`config.mk`:
```
export PLATFORM = sky130hd
export DESIGN_NAME = flx_field_extract
export DESIGN_NICKNAME = d
export VERILOG_FILES = /design/src/rtl/flx_pkg.sv /design/src/rtl/flx_cfg_check.sv /design/src/rtl/flx_slot_store.sv /design/src/rtl/flx_field_capture.sv /design/src/rtl/flx_field_extract.sv
export SDC_FILE = /design/constraint.sdc
export NUM_CORES = 1
export LEC_CHECK = 0
export BUFFER_PORTS_ARGS = -buffer_cell sky130_fd_sc_hd__buf_2
export CORE_MARGIN = 2
export CORE_UTILIZATION = 40
export DETAILED_ROUTE_END_ITERATION = 16
export PLACE_DENSITY_LB_ADDON = 0.05
export SLEW_MARGIN = 15
export SYNTH_ARGS = -nofsm -noshare
export SYNTH_HDL_FRONTEND = slang
export SYNTH_SLANG_ARGS = --single-unit
export TNS_END_PERCENT = 5
```
`constraint.sdc`:
```
create_clock -name clk -period 4.83 [get_ports clk]
set_clock_uncertainty 0.05 [all_clocks]
set_input_delay 0.966 -clock clk [delete_from_list [all_inputs] [get_ports clk]]
set_output_delay 0.966 -clock clk [all_outputs]
set_load 0.1 [all_outputs]
```
`src/rtl/flx_pkg.sv`:
```
package flx_pkg;

  localparam int SLOT_W = 8;
  localparam int OFF_W  = 7;
  localparam int POS_W  = OFF_W + 1;

  // One configuration slot: matching disable flag plus word offset.
  typedef struct packed {
    logic             mask_off;
    logic [OFF_W-1:0] woff;
  } flx_slot_t;

  // Rules for accepting a configuration request.
  function automatic logic flx_rules_ok(input logic [7:0]  first_b,
                                        input logic [7:0]  second_b,
                                        input logic [15:0] mask,
                                        input int unsigned max_off);
    logic [8:0] next_b;
    logic       aligned;
    logic       adjacent;
    logic       in_range;
    logic       mask_ok;
    next_b   = {1'b0, first_b} + 9'd1;
    aligned  = ~first_b[0];
    adjacent = ({1'b0, second_b} == next_b);
    in_range = (32'(first_b) <= max_off);
    mask_ok  = (mask == 16'h0000) || (mask == 16'hFFFF);
    return aligned & adjacent & in_range & mask_ok;
  endfunction

  // Pack an accepted request into a slot.
  function automatic flx_slot_t flx_encode(input logic [7:0]  first_b,
                                           input logic [15:0] mask);
    flx_slot_t s;
    s.mask_off = (mask != 16'hFFFF);
    s.woff     = first_b[7:1];
    return s;
  endfunction

  // Byte positions of the upper and lower field bytes.
  function automatic logic [POS_W-1:0] flx_hi_pos(input flx_slot_t s);
    return {s.woff, 1'b0};
  endfunction

  function automatic logic [POS_W-1:0] flx_lo_pos(input flx_slot_t s);
    return {s.woff, 1'b1};
  endfunction

endpackage

```
`src/rtl/flx_cfg_check.sv`:
```
module flx_cfg_check
  import flx_pkg::*;
#(
  parameter int MAX_BYTE_OFF = 62
) (
  input  logic            clk,
  input  logic            rst_n,
  input  logic            req,
  input  logic [7:0]      first_b,
  input  logic [7:0]      second_b,
  input  logic [15:0]     mask,
  output logic            accept,
  output logic            reject,
  output flx_slot_t       slot,
  output logic            err_q
);

  logic rules_pass;

  always_comb begin
    rules_pass = flx_rules_ok(first_b, second_b, mask, MAX_BYTE_OFF);
    accept     = req & rules_pass;
    reject     = req & ~rules_pass;
    slot       = flx_encode(first_b, mask);
  end

  always_ff @(posedge clk) begin
    if (!rst_n) begin
      err_q <= 1'b0;
    end else if (reject) begin
      err_q <= 1'b1;
    end
  end

  // error flag is sticky
  assert_err_sticky_R9: assert property (@(posedge clk) disable iff (!rst_n)
    err_q |=> err_q);

  // a refused request raises the flag on the next cycle
  assert_reject_flags_R9: assert property (@(posedge clk) disable iff (!rst_n)
    reject |=> err_q);

endmodule

```
`src/rtl/flx_slot_store.sv`:
```
module flx_slot_store
  import flx_pkg::*;
#(
  parameter int ENTRIES        = 64,
  parameter int SLOTS_PER_WORD = 4,
  parameter int RESET_BYTE_OFF = 12,
  localparam int IDX_W  = $clog2(ENTRIES),
  localparam int SEL_W  = $clog2(SLOTS_PER_WORD),
  localparam int WORDS  = ENTRIES / SLOTS_PER_WORD,
  localparam int WORD_W = SLOTS_PER_WORD * SLOT_W
) (
  input  logic                    clk,
  input  logic                    rst_n,
  input  logic                    wr_en,
  input  logic [IDX_W-1:0]        wr_idx,
  input  flx_slot_t               wr_slot,
  input  logic [IDX_W-1:0]        rd_idx,
  output flx_slot_t               rd_slot,
  output logic [WORDS*WORD_W-1:0] words_flat
);

  localparam flx_slot_t RST_SLOT = '{mask_off: 1'b1,
                                     woff: OFF_W'(RESET_BYTE_OFF / 2)};

  logic [IDX_W-SEL_W-1:0] wr_word;
  logic [SEL_W-1:0]       wr_lane;

  assign wr_word = wr_idx[IDX_W-1:SEL_W];
  assign wr_lane = wr_idx[SEL_W-1:0];

  for (genvar g = 0; g < WORDS; g++) begin : g_word
    logic [WORD_W-1:0] word_q;
    logic              hit;

    assign hit = wr_en && (wr_word == (IDX_W-SEL_W)'(g));

    always_ff @(posedge clk) begin
      if (!rst_n) begin
        word_q <= {SLOTS_PER_WORD{RST_SLOT}};
      end else if (hit) begin
        word_q[wr_lane*SLOT_W +: SLOT_W] <= wr_slot;
      end
    end

    assign words_flat[g*WORD_W +: WORD_W] = word_q;
  end

  // Entry i sits at word i/SLOTS_PER_WORD, lane i%SLOTS_PER_WORD, so its
  // flat bit position is i*SLOT_W.
  assign rd_slot = words_flat[int'(rd_idx)*SLOT_W +: SLOT_W];

endmodule

```
`src/rtl/flx_field_capture.sv`:
```
module flx_field_capture
  import flx_pkg::*;
(
  input  logic        clk,
  input  logic        rst_n,
  input  logic        in_valid,
  input  logic        in_sop,
  input  logic        in_eop,
  input  logic [7:0]  in_data,
  input  flx_slot_t   sop_slot,
  output logic [15:0] fld_data,
  output logic        fld_valid,
  output logic        fld_match,
  output logic        short_pkt
);

  logic             in_pkt_q;
  flx_slot_t        slot_q;
  logic [POS_W-1:0] pos_q;
  logic             done_q;
  logic [7:0]       hi_q;

  logic             beat;
  flx_slot_t        cur_slot;
  logic [POS_W-1:0] cur_pos;
  logic             done_cur;
  logic             take_hi;
  logic             take_lo;
  logic             pkt_end;

  always_comb begin
    beat     = in_valid & (in_sop | in_pkt_q);
    cur_slot = in_sop ? sop_slot : slot_q;
    cur_pos  = in_sop ? '0 : pos_q;
    done_cur = in_sop ? 1'b0 : done_q;
    take_hi  = beat && (cur_pos == flx_hi_pos(cur_slot));
    take_lo  = beat && (cur_pos == flx_lo_pos(cur_slot));
    pkt_end  = beat & in_eop;
  end

  always_ff @(posedge clk) begin
    if (!rst_n) begin
      in_pkt_q  <= 1'b0;
      slot_q    <= '0;
      pos_q     <= '0;
      done_q    <= 1'b0;
      hi_q      <= '0;
      fld_data  <= '0;
      fld_valid <= 1'b0;
      fld_match <= 1'b0;
      short_pkt <= 1'b0;
    end else begin
      fld_valid <= take_lo;
      short_pkt <= pkt_end & ~(done_cur | take_lo);
      if (beat) begin
        pos_q    <= (&cur_pos) ? cur_pos : cur_pos + POS_W'(1);
        done_q   <= done_cur | take_lo;
        in_pkt_q <= ~in_eop;
        if (in_sop) begin
          slot_q <= sop_slot;
        end
      end
      if (take_hi) begin
        hi_q <= in_data;
      end
      if (take_lo) begin
        fld_data  <= {hi_q, in_data};
        fld_match <= ~cur_slot.mask_off;
      end
    end
  end

  // the strobe never lasts two cycles
  assert_single_strobe_R3: assert property (@(posedge clk) disable iff (!rst_n)
    fld_valid |=> !fld_valid);

  // a short-packet flag only follows an end-of-packet beat
  assert_short_after_eop_R10: assert property (@(posedge clk) disable iff (!rst_n)
    short_pkt |-> $past(in_valid && in_eop));

  // field strobe and short flag never coincide
  assert_valid_short_excl_R10: assert property (@(posedge clk) disable iff (!rst_n)
    !(fld_valid && short_pkt));

  // an idle cycle leaves the byte count alone
  assert_idle_holds_pos_R11: assert property (@(posedge clk) disable iff (!rst_n)
    !in_valid |=> $stable(pos_q));

endmodule

```
`src/rtl/flx_field_extract.sv`:
```
module flx_field_extract
  import flx_pkg::*;
#(
  parameter int ENTRIES        = 64,
  parameter int SLOTS_PER_WORD = 4,
  parameter int MAX_BYTE_OFF   = 62,
  parameter int RESET_BYTE_OFF = 12,
  localparam int IDX_W  = $clog2(ENTRIES),
  localparam int WORDS  = ENTRIES / SLOTS_PER_WORD,
  localparam int WORD_W = SLOTS_PER_WORD * SLOT_W
) (
  input  logic             clk,
  input  logic             rst_n,
  input  logic             cfg_we,
  input  logic [IDX_W-1:0] cfg_entry,
  input  logic [7:0]       cfg_first,
  input  logic [7:0]       cfg_second,
  input  logic [15:0]      cfg_mask,
  input  logic             in_valid,
  input  logic             in_sop,
  input  logic             in_eop,
  input  logic [7:0]       in_data,
  input  logic [IDX_W-1:0] in_sel,
  output logic [15:0]      fld_data,
  output logic             fld_valid,
  output logic             fld_match,
  output logic             short_pkt,
  output logic             cfg_err
);

  logic                    cfg_accept;
  logic                    cfg_reject;
  flx_slot_t               cfg_slot;
  flx_slot_t               sel_slot;
  logic [WORDS*WORD_W-1:0] cfg_words;

  flx_cfg_check #(
    .MAX_BYTE_OFF (MAX_BYTE_OFF)
  ) u_check (
    .clk      (clk),
    .rst_n    (rst_n),
    .req      (cfg_we),
    .first_b  (cfg_first),
    .second_b (cfg_second),
    .mask     (cfg_mask),
    .accept   (cfg_accept),
    .reject   (cfg_reject),
    .slot     (cfg_slot),
    .err_q    (cfg_err)
  );

  flx_slot_store #(
    .ENTRIES        (ENTRIES),
    .SLOTS_PER_WORD (SLOTS_PER_WORD),
    .RESET_BYTE_OFF (RESET_BYTE_OFF)
  ) u_store (
    .clk        (clk),
    .rst_n      (rst_n),
    .wr_en      (cfg_accept),
    .wr_idx     (cfg_entry),
    .wr_slot    (cfg_slot),
    .rd_idx     (in_sel),
    .rd_slot    (sel_slot),
    .words_flat (cfg_words)
  );

  flx_field_capture u_capture (
    .clk       (clk),
    .rst_n     (rst_n),
    .in_valid  (in_valid),
    .in_sop    (in_sop),
    .in_eop    (in_eop),
    .in_data   (in_data),
    .sop_slot  (sel_slot),
    .fld_data  (fld_data),
    .fld_valid (fld_valid),
    .fld_match (fld_match),
    .short_pkt (short_pkt)
  );

  // a refused request leaves every configuration word untouched
  assert_reject_no_change_R9: assert property (@(posedge clk) disable iff (!rst_n)
    cfg_reject |=> $stable(cfg_words));

  // configuration words change only on an accepted request
  assert_store_quiet_R4: assert property (@(posedge clk) disable iff (!rst_n)
    !cfg_accept |=> $stable(cfg_words));

endmodule

```
==> results by group <==
Route
  • DRC: 0
  • Routed WL: 78.4 mm
  • Pre-antenna DRT Iters: 5
  • Avg WL per Cell: 25.3 um
  • Total vias in the final route: 17200
  • DRT iter0 DRCs: 1297
  • Number of nets with antenna violations after routing: 0
  • Via density: 5.56

Worst setup path
  • Type of origin of the critical path: input pin
  • Crit path largest cell delay: 790 ps
  • Critical Path End Type: flip-flop
  • CP max-delay cell: o21ai_0
  • Worst EP arrival: 4500 ps
  • CP max FO: 23
  • Critical path class: input pin to flip-flop
  • Cell Chain, Critical Path: buf_2 > inv_1 > o2bb2ai_1 > a311oi_1 > o21ai_0 > nand4_1 > o22ai_1 > nand2_2 > mux2i_1
  • Critical path required time: 5270 ps

Global route
  • GRT Total Usage: 25.9%
  • Initial antenna violation count: 3
  • Congestion Overflow GR: 0
  • Vias in the first global route: 17200
  • First-pass GRT wire length: 116 mm
  • Largest net degree at the start of global routing: 207

Floorplanning
  • Die height: 247 um
  • DIE AREA: 61100 um2
  • Boundary pin count: 78
  • Core footprint: 58700 um2
  • Rows: 89
  • Die Span X: 247 um
  • Initial Util: 40.3%

Logic synthesis
  • Ys flop type: dfxtp_1
  • Synthesized area per cell: 10.6 um2
  • YS warnings: 0
  • Synthesis-stage register bit count: 558
  • EDFF count, synth: 0
  • Seq/Total Area, Yosys: 47.2%
  • Syn_nets: 2292
  • Post-synthesis instance total: 2227
  • Mapped Area: 23700 um2
  • Post-synthesis cell type count: 58
  • Synth async-reset ratio: 0%

Place
  • Setup Slack @ Placement: 376 ps
  • Port bufs: 77
  • DPL Wire Length: 50.8 mm
  • GP Congestion: 0.829

Timing
  • Worst slew margin: 25.4%
  • Hold Violations, Final: 0
  • Worst Tran Pin Value: 1120 ps
  • Setup_tns: 0 ps
  • Setup-failing EPs final: 0
  • RSZ-0062 raised after global routing: false
  • Max-slew violations: 0
  • Fin crit share: 84.1%
  • Final WS setup: 769 ps
  • Tmin final: 4060 ps
  • Fmax: 246 MHz

Clock tree
  • Clock sink count: 558
  • Setup bufs post-CTS: 0
  • Clock root cell: clkbuf_16
  • Htree depth: 2
  • Clk buf depth: 3
  • Cts repair resizes: 0
  • TritonCTS clock tree: built
  • Clk slew on worst S/H paths: 60 ps
  • Num CTS Buffers: 60
  • Hold buffer count at cts: 0
  • Clock latency on the worst-skew pair: 640 ps

Power and ir drop
  • Internal power: 7.53 mW
  • P_sw: 2.35 mW
  • Lkg Pwr: 12.8 nW
  • Switching part of the total power: 23.7%
  • Flop pwr share: 46.7%
  • Pwr per Cell Area: 367 nW/um2
  • Peak supply drop: 293 uV
  • Logic gate share of total power: 6.0%
  • Clock Power Share: 47.3%

Finish
  • # diodes: 0
  • Final core utilization: 45.9%
  • Area grow syn2layout: 14.0%
  • Share of layout cells above drive strength 1: 16.6%
  • FF+latch area: 11200 um2
  • Most frequent cells in the layout: 558 x dfxtp_1, 430 x mux2i_1, 307 x nand2_1
  • Final nets: 2340
  • Fillers: 5445
  • Area of the multi-input gates: 11800 um2
  • Most common cell after layout, fill and taps aside: dfxtp_1

Run
  • Max_cap viols: 0

Hold path
  • Worst Hold Class: flip-flop to flip-flop

Outcome
  • Status: complete, no violations
worst paths after layout:
kind / startpoint / endpoint / slack (ps) / cells past startpoint
min: u_capture.fld_data[1] / u_capture.fld_data[1] / 410 / 2
min reg2reg: u_capture.fld_data[1] / u_capture.fld_data[1] / 410 / 2
max: in_sel[1] / u_capture.hi_q[6] / 770 / 9
max reg2reg: u_store.g_word[2].word_q[9] / u_capture.short_pkt / 1730 / 8
worst max-delay path: cells and delay by family:
kind,cells,cell delay [ps]
buffers and inverters,2,1280
AOI/OAI and AO/OA,4,1570
muxes,1,190
and+or+nand+nor,2,440
final cells by class:
type | count | share of cell area, %
clock buffer | 88 | 6.63
clock inverter | 19 | 0.771
inverter | 11 | 0.172
multi-input combinational | 1500 | 43.7
sequential | 558 | 41.4
tap | 773 | 3.59
timing repair buffer | 144 | 3.70
synthesized netlist by cell type (10+ instances only):
| cell | count | area [um2] |
|---|---|---|
| dfxtp_1 | 558 | 11200 |
| mux2i_1 | 430 | 4300 |
| nand2_1 | 307 | 1150 |
| nor2_1 | 237 | 890 |
| and3_1 | 135 | 845 |
| clkbuf_1 | 130 | 488 |
| mux4_2 | 122 | 2750 |
| nand3_1 | 47 | 235 |
| o21ai_0 | 37 | 185 |
| a21oi_1 | 27 | 135 |
| o22ai_1 | 14 | 87.6 |
| xnor2_1 | 12 | 105 |
| nor2b_1 | 11 | 68.8 |
| buf_2 | 10 | 50.1 |
| nand4_1 | 10 | 62.6 |
metrics by stage:
stage	hold WS (ps)	cells	power [mW]	area, um2
4_1_cts	409	3093	9.98	27000
5_1_grt	424	3093	10.2	27000
2_1_floorplan	375	2227	5.05	23700
3_3_place_gp	392	2986	5.30	25000
6_report	407	3093	9.88	27000
3_5_place_dp	401	2986	5.30	25000
logic make-up after synthesis:
logic type | after synthesis | synth area share, %
AO/OA/AOI/OAI | 125 | 3.43
adder cells (fa/ha/maj) | 7 | 0.370
multiplexers | 553 | 29.9
AND/OR/NAND/NOR | 795 | 15.3
flip-flops | 558 | 47.2
XOR/XNOR | 20 | 0.741
buffers and inverters | 169 | 3.10
state kept, by name, summed over array words and instances (netlist names):
register,flops
u_capture.done_q,1
u_check.err_q,1
u_capture.in_pkt_q,1
u_store.g_word.word_q,512
u_capture.pos_q,8
u_capture.slot_q,8
u_capture.hi_q,8
u_capture.fld_valid,1
u_capture.fld_match,1
u_capture.short_pkt,1
u_capture.fld_data,16
power by group through the flow:
stage | sequential (mW) | clock (mW) | combinational [mW]
after floorplan | 4.73 | 0 | 0.324
after global placement | 4.72 | 0 | 0.584
after detailed placement | 4.72 | 0 | 0.586
after CTS | 4.62 | 4.77 | 0.588
after global routing | 4.61 | 4.95 | 0.618
final | 4.62 | 4.67 | 0.590
layer usage:
layer / vias up / part of all wire [%] / GRT usage, %
li1: 7989 / - / -
met1: 8583 / 44 / 33.8
met2: 485 / 46 / 41.8
met3: 140 / 5.7 / 5.06
met4: 6 / 4.1 / 10.8
met5: - / 0.052 / 0
Note: power is estimated with default switching activity, not from simulation.
